## src/rtl/rader_perm_gen.sv

```systemverilog
module rader_perm_gen #(
  parameter int WIDTH = 5
) (
  input  logic             clk,
  input  logic             rst_n,
  input  logic             start,
  input  logic [WIDTH-1:0] len_in,
  input  logic [WIDTH-1:0] root_in,
  output logic             addr_valid,
  output logic [WIDTH-1:0] addr_out,
  output logic             addr_last,
  output logic             seq_sel,
  output logic             dc_flag,
  output logic             err_flag,
  output logic             busy
);
  localparam int PW = 2 * WIDTH;
  localparam int CW = $clog2(WIDTH + 1);

  typedef enum logic [2:0] {S_IDLE, S_DC, S_EMIT, S_LOAD, S_RED} state_t;

  state_t           state;
  logic [WIDTH-1:0] n_r, g_r, h_r, cur, idx;
  logic [PW-1:0]    rem;
  logic [CW-1:0]    cnt;
  logic             seq_r, err_r;

  logic [WIDTH-1:0] mult;
  logic [PW-1:0]    trial, rem_nx;
  logic             last_beat, bad_args;

  assign mult      = seq_r ? h_r : g_r;
  assign trial     = {{WIDTH{1'b0}}, n_r} << cnt;
  assign rem_nx    = (rem >= trial) ? rem - trial : rem;
  assign last_beat = (idx == n_r - WIDTH'(2));
  assign bad_args  = (len_in < WIDTH'(2)) || (root_in == '0) || (root_in >= len_in);

  always_ff @(posedge clk) begin
    if (!rst_n) begin
      state <= S_IDLE;
      n_r   <= '0;
      g_r   <= '0;
      h_r   <= '0;
      cur   <= '0;
      idx   <= '0;
      rem   <= '0;
      cnt   <= '0;
      seq_r <= 1'b0;
      err_r <= 1'b0;
    end else if (start) begin
      seq_r <= 1'b0;
      if (bad_args) begin
        state <= S_IDLE;
        err_r <= 1'b1;
      end else begin
        n_r   <= len_in;
        g_r   <= root_in;
        err_r <= 1'b0;
        state <= S_DC;
      end
    end else begin
      case (state)
        S_DC: begin
          cur   <= WIDTH'(1);
          idx   <= '0;
          state <= S_EMIT;
        end
        S_EMIT: begin
          if (last_beat) begin
            if (!seq_r) begin
              h_r   <= cur;
              seq_r <= 1'b1;
              cur   <= WIDTH'(1);
              idx   <= '0;
            end else begin
              state <= S_IDLE;
            end
          end else begin
            state <= S_LOAD;
          end
        end
        S_LOAD: begin
          rem   <= {{WIDTH{1'b0}}, cur} * {{WIDTH{1'b0}}, mult};
          cnt   <= CW'(WIDTH - 1);
          state <= S_RED;
        end
        S_RED: begin
          rem <= rem_nx;
          if (cnt == '0) begin
            cur <= rem_nx[WIDTH-1:0];
            idx <= idx + 1'b1;
            if (!seq_r && rem_nx == PW'(1)) begin
              err_r <= 1'b1;
              state <= S_IDLE;
            end else begin
              state <= S_EMIT;
            end
          end else begin
            cnt <= cnt - 1'b1;
          end
        end
        default: state <= S_IDLE;
      endcase
    end
  end

  assign addr_valid = (state == S_DC) || (state == S_EMIT);
  assign addr_out   = (state == S_EMIT) ? cur : '0;
  assign addr_last  = (state == S_EMIT) && last_beat;
  assign seq_sel    = seq_r;
  assign dc_flag    = (state == S_DC);
  assign err_flag   = err_r;
  assign busy       = (state != S_IDLE);
endmodule

```

## config.mk

```make
export PLATFORM = sky130hd
export DESIGN_NAME = rader_perm_gen
export DESIGN_NICKNAME = d
export VERILOG_FILES = /design/src/rtl/rader_perm_gen.sv
export SDC_FILE = /design/constraint.sdc
export NUM_CORES = 1
export LEC_CHECK = 0
export BUFFER_PORTS_ARGS = -buffer_cell sky130_fd_sc_hd__buf_2
export CELL_PAD_IN_SITES_DETAIL_PLACEMENT = 1
export CELL_PAD_IN_SITES_GLOBAL_PLACEMENT = 1
export CORE_MARGIN = 2
export CORE_UTILIZATION = 47
export CTS_CLUSTER_DIAMETER = 80
export CTS_CLUSTER_SIZE = 28
export DETAILED_ROUTE_END_ITERATION = 12
export GPL_TIMING_DRIVEN = 0
export PLACE_DENSITY = 0.87
export SYNTH_ARGS = -nofsm -noshare
export SYNTH_HDL_FRONTEND = slang
export SYNTH_SLANG_ARGS = --single-unit
```

## constraint.sdc

```tcl
create_clock -name clk -period 8.7 [get_ports clk]
set_clock_uncertainty 0.15 [all_clocks]
set_input_delay 1.305 -clock clk [delete_from_list [all_inputs] [get_ports clk]]
set_output_delay 1.305 -clock clk [all_outputs]
set_load 0.05 [all_outputs]
```

* After elaboration in Yosys (flattened, before gate mapping)
Cells that the tools add are included.
** Cells by class
- Bitwise gates (word level) :: 4
- Multipliers :: 1
- Muxes and demuxes :: 26
- $lt $le $gt $ge :: 3
- Add/sub/neg operators :: 4
- Reductions and logical operators :: 23
- Eq/ne operators :: 12
- Shifts and indexed selects :: 1
** Operator list (number)
- two-way mux 5 bit :: 8
- case mux 5 bit (3 select lines) :: 2
- case mux 10 bit (2 select lines) :: 1
- two-way mux 3 bit :: 5
- case mux 3 bit (4 select lines) :: 1
- equality test 10 x 1 -> 1 bit, second input constant :: 1
- >= comparator 10 bit :: 1
- multiplier 5 x 5 -> 10 bit :: 1
- two-way mux 10 bit :: 1
- << shifter 5 x 3 -> 10 bit :: 1
- subtractor 10 bit :: 1
- inequality test 2 bit, second input constant :: 4
- AND reduction 2 bit :: 4
- nonzero test 2 bit :: 4
- equality test 3 x 2 -> 1 bit, second input constant :: 2
- two-way mux 1 bit :: 6
- case mux 3 bit (2 select lines) :: 1
- AND reduction 3 bit :: 2
- nonzero test 3 bit :: 2
- adder 5 x 1 -> 5 bit, second input constant :: 1
- equality test 5 bit :: 1
- >= comparator 5 bit :: 1
- zero test 5 bit :: 1
- < comparator 5 x 2 -> 1 bit, second input constant :: 1
- other kinds (15) :: 21
** Storage, ports and cells
- Output and inout bits :: 11
- Register bits after elaboration :: 43
- Input port bits :: 13
- Word-level logic and storage cells :: 84

* Logic depth before layout (Yosys ltp)
- Depth in word-level cells :: 9
- Depth in mapped cells :: 16

* Worst setup path after synthesis
OpenSTA, ideal clock, no wires.
- Path type :: flip-flop to flip-flop
- Start :: reg seq_r (netlist: seq_sel)
- End :: reg rem[8]
- Clock period less this slack :: 4.468 ns
- Arrival time :: 4.253 ns
- Path slack :: 4.232 ns
- Path buffers :: 1
- Stages on the path, launching flop included :: 16
- Required time :: 8.485 ns
- Cell sequence :: dfxtp_1 clkbuf_1 mux2_2 nand2_1 fa_1 fa_1 fa_1 inv_1 ha_1 a21o_1 a21oi_1 o21bai_1 a21oi_1 xnor2_1 o221ai_1 nor2_1
** On the way
- Word-level cells in the longest chain between the ends :: 3
** Ends and longest elaborated chain
- start, declared :: line 26 : logic seq_r, err_r;
- start signal, assigned :: line 48 : seq_r <= 1'b0;
- start signal, assigned :: line 51 : seq_r <= 1'b0;
- start signal, assigned :: line 72 : seq_r <= 1'b1;
- two-way mux 5 bit :: line 32 : assign mult = seq_r ? h_r : g_r;
- multiplier 5 x 5 -> 10 bit :: line 83 : rem <= {{WIDTH{1'b0}}, cur} * {{WIDTH{1'b0}}, mult};
- case mux 10 bit (2 select lines) :: line 62 : case (state)
- end signal, assigned :: line 83
- end signal, assigned :: line 88 : rem <= rem_nx;
- end, declared :: line 24 : logic [PW-1:0] rem;
Every way passes these cells.
A chain may end at the register's enable or synchronous reset.

* Final worst setup path
- Start :: reg seq_r (netlist: seq_sel)
- End :: reg rem[9]
Same word-level chain as after synthesis.

==> impl_table.tex <==
\begin{tabular}{lr}
\hline
Metric & Value \\
\hline
\multicolumn{2}{l}{\textbf{Yosys}} \\
Post-synthesis adder-cell area fraction & 17.45\% \\
Sequential cell area fraction in the yosys report & 22.65\% \\
Predominant post-synthesis flop cell & sky130\_fd\_sc\_hd\_\_dfxtp\_1 \\
Share of synthesized registers carrying an async set or reset & 0\% \\
Count of distinct cell types in the synthesized netlist & 58 \\
Post-Synthesis Cell Area & 0.003800 mm² \\
Simple-gate portion of the synthesized area & 24.17\% \\
Share of the synthesized area in compound gates (AO/OA/AOI/OAI) & 16.66\% \\
Xor/xnor cell area share of the yosys netlist & 4.379\% \\
Cells taking the most area after synthesis & sky130\_fd\_sc\_hd\_\_dfxtp\_1 23\%, sky130\_fd\_sc\_hd\_\_ha\_1 12\%, sky130\_fd\_sc\_hd\_\_mux2i\_1 6.6\% \\
Post-Syn Nets & 535 \\
Number of flip-flops and latches in the synthesized netlist & 43 \\
Syn\_area\_per\_cell & around 8.0 µm² \\
Gate count after technology mapping & between 400 and 500 \\
Yosys top cell by area & sky130\_fd\_sc\_hd\_\_dfxtp\_1 \\
Share of synthesized area spent on multiplexers & 8.067\% \\
Warnings from Yosys & 0 \\
Number of enable flip-flop cells after synthesis & 0 \\
Dominant combinational cell family by area after synthesis & simple AND/OR/NAND/NOR gates \\
Fraction of synthesized cell area taken by the top area cell type & 22.65\% \\
\multicolumn{2}{l}{\textbf{Pwr}} \\
Static power due to leakage & 1.765 nW \\
Total power consumption of the routed design & 0.0004576 W \\
Pwr per Cell Area & 110.7 mW/mm² \\
Sw Share & between 30\% and 40\% \\
Clock power share & 30.3\% \\
Portion of total power attributed to combinational logic & 24.7\% \\
Net switching power of the design & 0.0001549 W \\
Design internal power & 0.0003027 W \\
Maximum vdd ir drop & 76.84 µV \\
Fraction of power consumed by sequential logic & between 40 and 50\% \\
\multicolumn{2}{l}{\textbf{Route}} \\
DRC Markers & 0 \\
Sum of routed wire length over all layers & roughly 11,000 µm \\
Detail Route met3 WL & around 310 µm \\
DR vias & 3,558 \\
Post-route antenna net violation count & 0 \\
DRC marker count from the first detailed-route iteration & 146 \\
Detailed-routed wire length on met2 & 5530 µm \\
Average detailed-routed wire length per instance & 18.07 µm \\
Highest routed layer & met4 \\
Number of vias per cell after detailed routing & 5.852 \\
Routed length on met1 & roughly 5000 µm \\
Number of detailed-route iterations in the first pass & 4 \\
\multicolumn{2}{l}{\textbf{Clock network}} \\
Clock latency at the later pin of the worst-skew pair & 310 ps \\
Clock net sink count & between 40 and 50 \\
Number of gates resized after cts & 0 \\
CTS H-tree depth & 2 \\
Number of buffers inserted for hold repair after clock tree synthesis & 0 \\
Post-CTS setup repair buffer count & 0 \\
Library cell used as clock root buffer & sky130\_fd\_sc\_hd\_\_clkbuf\_8 \\
Maximum buffer depth of the clock tree & 2 \\
Clock-pin slew of the registers on the worst-case setup and hold paths & roughly 100 ps \\
TritonCTS clock tree & built \\
Cts bufs inserted & 5 \\
\multicolumn{2}{l}{\textbf{Setup path}} \\
Max Fanout on Critical Path & 10 \\
Arrival time of data at the critical path endpoint & 4750 ps \\
Kind of end point of the critical path & flip-flop \\
Element type at the critical path start & flip-flop \\
CP Class & flip-flop to flip-flop \\
Worst EP required & 8790 ps \\
\multicolumn{2}{l}{\textbf{STA}} \\
Unrepaired setup endpoints after global routing & false \\
Clock period minus final worst setup slack & 4660 ps \\
Final cycle utilization of the critical path & 53.56\% \\
Measured slew at the worst slew-check pin & 698.8 ps \\
Count of endpoints failing setup in the final report & 0 \\
Slew Viols, Final & 0 \\
Relative slew slack & 52.21\% \\
Setup TNS & 0 ps \\
Number of endpoints with negative hold slack in the final report & 0 \\
Worst hold margin & 346.3 ps \\
Highest clock rate & 214.6 MHz \\
\multicolumn{2}{l}{\textbf{Job}} \\
Max Cap Viol & 0 \\
\multicolumn{2}{l}{\textbf{Die}} \\
Standard-cell rows & 32 \\
Standard cell core area & 0.007767 mm² \\
Die Ht & 93.92 µm \\
I/O pin count & 24 \\
Area enclosed by the die boundary & slightly below 0.009 mm² \\
Effective utilization at floorplan & 48.92\% \\
Die W & 93.92 µm \\
\multicolumn{2}{l}{\textbf{Final layout}} \\
Share of final-layout standard cells stronger than drive strength 1 & 10.28\% \\
Number of diodes & 0 \\
Utilization after layout & 53.24\% \\
Post-layout net count & about 570 \\
Signed area change from the synthesized netlist to the final layout & 8.825\% \\
\multicolumn{2}{l}{\textbf{Placed design}} \\
DP Wirelength & 8763 µm \\
Buffers added on ports & 23 \\
Last weighted congestion value of the routability-driven placer & 0.8357 \\
\multicolumn{2}{l}{\textbf{Global route}} \\
Gr ovfl total & 0 \\
Via count of the first global-routing pass & $\sim$3,800 \\
Number of antenna violations at the first check in global routing & 0 \\
Wire length of the first global-routing pass & 18,420 µm \\
Aggregate global-route resource usage & approximately a quarter \\
Maximum number of pins on one net before global-route repair & 16 \\
\multicolumn{2}{l}{\textbf{Worst hold path}} \\
Path category of the worst min-delay check & flip-flop to flip-flop \\
\multicolumn{2}{l}{\textbf{Outcome}} \\
Run status & completed \\
\hline
\end{tabular}
[sequential cells by signal (all words and copies together) (netlist names)]
register  cells
cur           5
n_r           5
seq_sel       1
state         3
idx           5
h_r           5
cnt           3
rem          10
err_flag      1
g_r           5
[cell usage after synthesis, types with 7 or more instances]
cell,number
sky130_fd_sc_hd__nand3_1,15
sky130_fd_sc_hd__clkbuf_1,17
sky130_fd_sc_hd__and2_1,13
sky130_fd_sc_hd__a21oi_1,34
sky130_fd_sc_hd__nor2_1,51
sky130_fd_sc_hd__ha_1,37
sky130_fd_sc_hd__mux2i_1,25
sky130_fd_sc_hd__nor3_1,16
sky130_fd_sc_hd__fa_1,10
sky130_fd_sc_hd__xor2_1,12
sky130_fd_sc_hd__o21ai_0,17
sky130_fd_sc_hd__nand2_1,46
sky130_fd_sc_hd__xnor2_1,7
sky130_fd_sc_hd__inv_1,32
sky130_fd_sc_hd__nand2b_1,8
sky130_fd_sc_hd__dfxtp_1,43
[per-layer routing]
metal / vias to the layer above / track usage [%]
li1: 1731 / -
met1: 1756 / 33.85
met2: 51 / 46.90
met3: 20 / 3.371
met4: 0 / 6.884
met5: - / 0
[cell usage in the layout (no fill, tap or decap), types with 3 or more instances in the layout]
cell type,Yosys,routed
sky130_fd_sc_hd__a211oi_1,4,4
sky130_fd_sc_hd__nor2_1,51,51
sky130_fd_sc_hd__dfxtp_1,43,43
sky130_fd_sc_hd__or3_1,3,3
sky130_fd_sc_hd__inv_1,32,32
sky130_fd_sc_hd__a2111o_1,3,3
sky130_fd_sc_hd__nor2b_1,5,5
sky130_fd_sc_hd__buf_2,0,23
sky130_fd_sc_hd__clkbuf_8,1,6
sky130_fd_sc_hd__a21o_1,4,4
sky130_fd_sc_hd__ha_1,37,37
sky130_fd_sc_hd__xor2_1,12,12
sky130_fd_sc_hd__buf_6,3,3
sky130_fd_sc_hd__o211ai_1,5,5
sky130_fd_sc_hd__xnor2_1,7,7
sky130_fd_sc_hd__nand2b_1,8,8
sky130_fd_sc_hd__or4_1,5,5
sky130_fd_sc_hd__a31oi_1,5,5
sky130_fd_sc_hd__mux2_2,5,5
sky130_fd_sc_hd__a21oi_1,34,34
sky130_fd_sc_hd__nand3_1,15,15
sky130_fd_sc_hd__nand4_1,3,3
sky130_fd_sc_hd__and2_1,13,13
sky130_fd_sc_hd__o31ai_1,4,4
sky130_fd_sc_hd__clkbuf_1,17,17
sky130_fd_sc_hd__o21a_1,5,5
sky130_fd_sc_hd__nand2_1,46,46
sky130_fd_sc_hd__o21ai_0,17,17
sky130_fd_sc_hd__nor4_1,3,3
sky130_fd_sc_hd__fa_1,10,10
sky130_fd_sc_hd__nor3_1,16,16
sky130_fd_sc_hd__mux2i_1,25,25
[critical path: stages, from the launching register on]
cell and delay (ps):
sky130_fd_sc_hd__dfxtp_1 370, sky130_fd_sc_hd__clkbuf_1 490, sky130_fd_sc_hd__mux2_2 460, sky130_fd_sc_hd__nand2_1 110, sky130_fd_sc_hd__fa_1 440, sky130_fd_sc_hd__fa_1 510
sky130_fd_sc_hd__fa_1 550, sky130_fd_sc_hd__inv_1 50, sky130_fd_sc_hd__ha_1 340, sky130_fd_sc_hd__nand3_1 90, sky130_fd_sc_hd__o211ai_1 230, sky130_fd_sc_hd__nor4_1 80
sky130_fd_sc_hd__nor3_1 240, sky130_fd_sc_hd__xor2_1 220, sky130_fd_sc_hd__a21oi_1 100, sky130_fd_sc_hd__a21oi_1 170
[cells by family (layout without fill, tap and decap cells)]
logic type                 after synthesis  after routing
AOI/OAI and AO/OA                       97             97
xor gates and xnor gates                19             19
adders and majority gates               47             47
buffers and inverters                   54             85
DFF                                     43             43
muxes                                   30             30
and+or+nand+nor                        185            185
[final timing paths]
kind	startpoint	to	slack, ps	depth (start not counted)
worst max-delay path	seq_sel	rem[9]	4040	15
worst min-delay path	h_r[0]	h_r[0]	350	2
worst max register to register	seq_sel	rem[9]	4040	15
worst min register to register	h_r[0]	h_r[0]	350	2
[metrics by stage]
stage	std cells	setup WS (ps)	cell area [µm²]
floorplan	475	4232	3800
global placement	600	4127	4043
detailed placement	600	4023	4043
CTS	608	3969	4135
global route	608	3720	4135
finish	608	4040	4135
[area by class of cell]
cell class	count	area, µm²
flip-flops and latches	43	860.8
inverters	32	120.1
fillers	1007	3632
clock buffers	5	68.82
well taps	102	127.6
multi-input cells	378	2688
clock inverters	3	23.77
plain buffers	22	131.4
repair buffers	23	115.1
[power by group through the flow]
stage / clock network, W / registers, W / logic, W
floorplan: 0 / 0.000210 / 0.0000803
global placement: 0 / 0.000210 / 0.000105
detailed placement: 0 / 0.000211 / 0.000111
CTS: 0.000139 / 0.000206 / 0.000113
global route: 0.000146 / 0.000207 / 0.000123
finish: 0.000139 / 0.000206 / 0.000113
(Power assumes the default switching activity.)
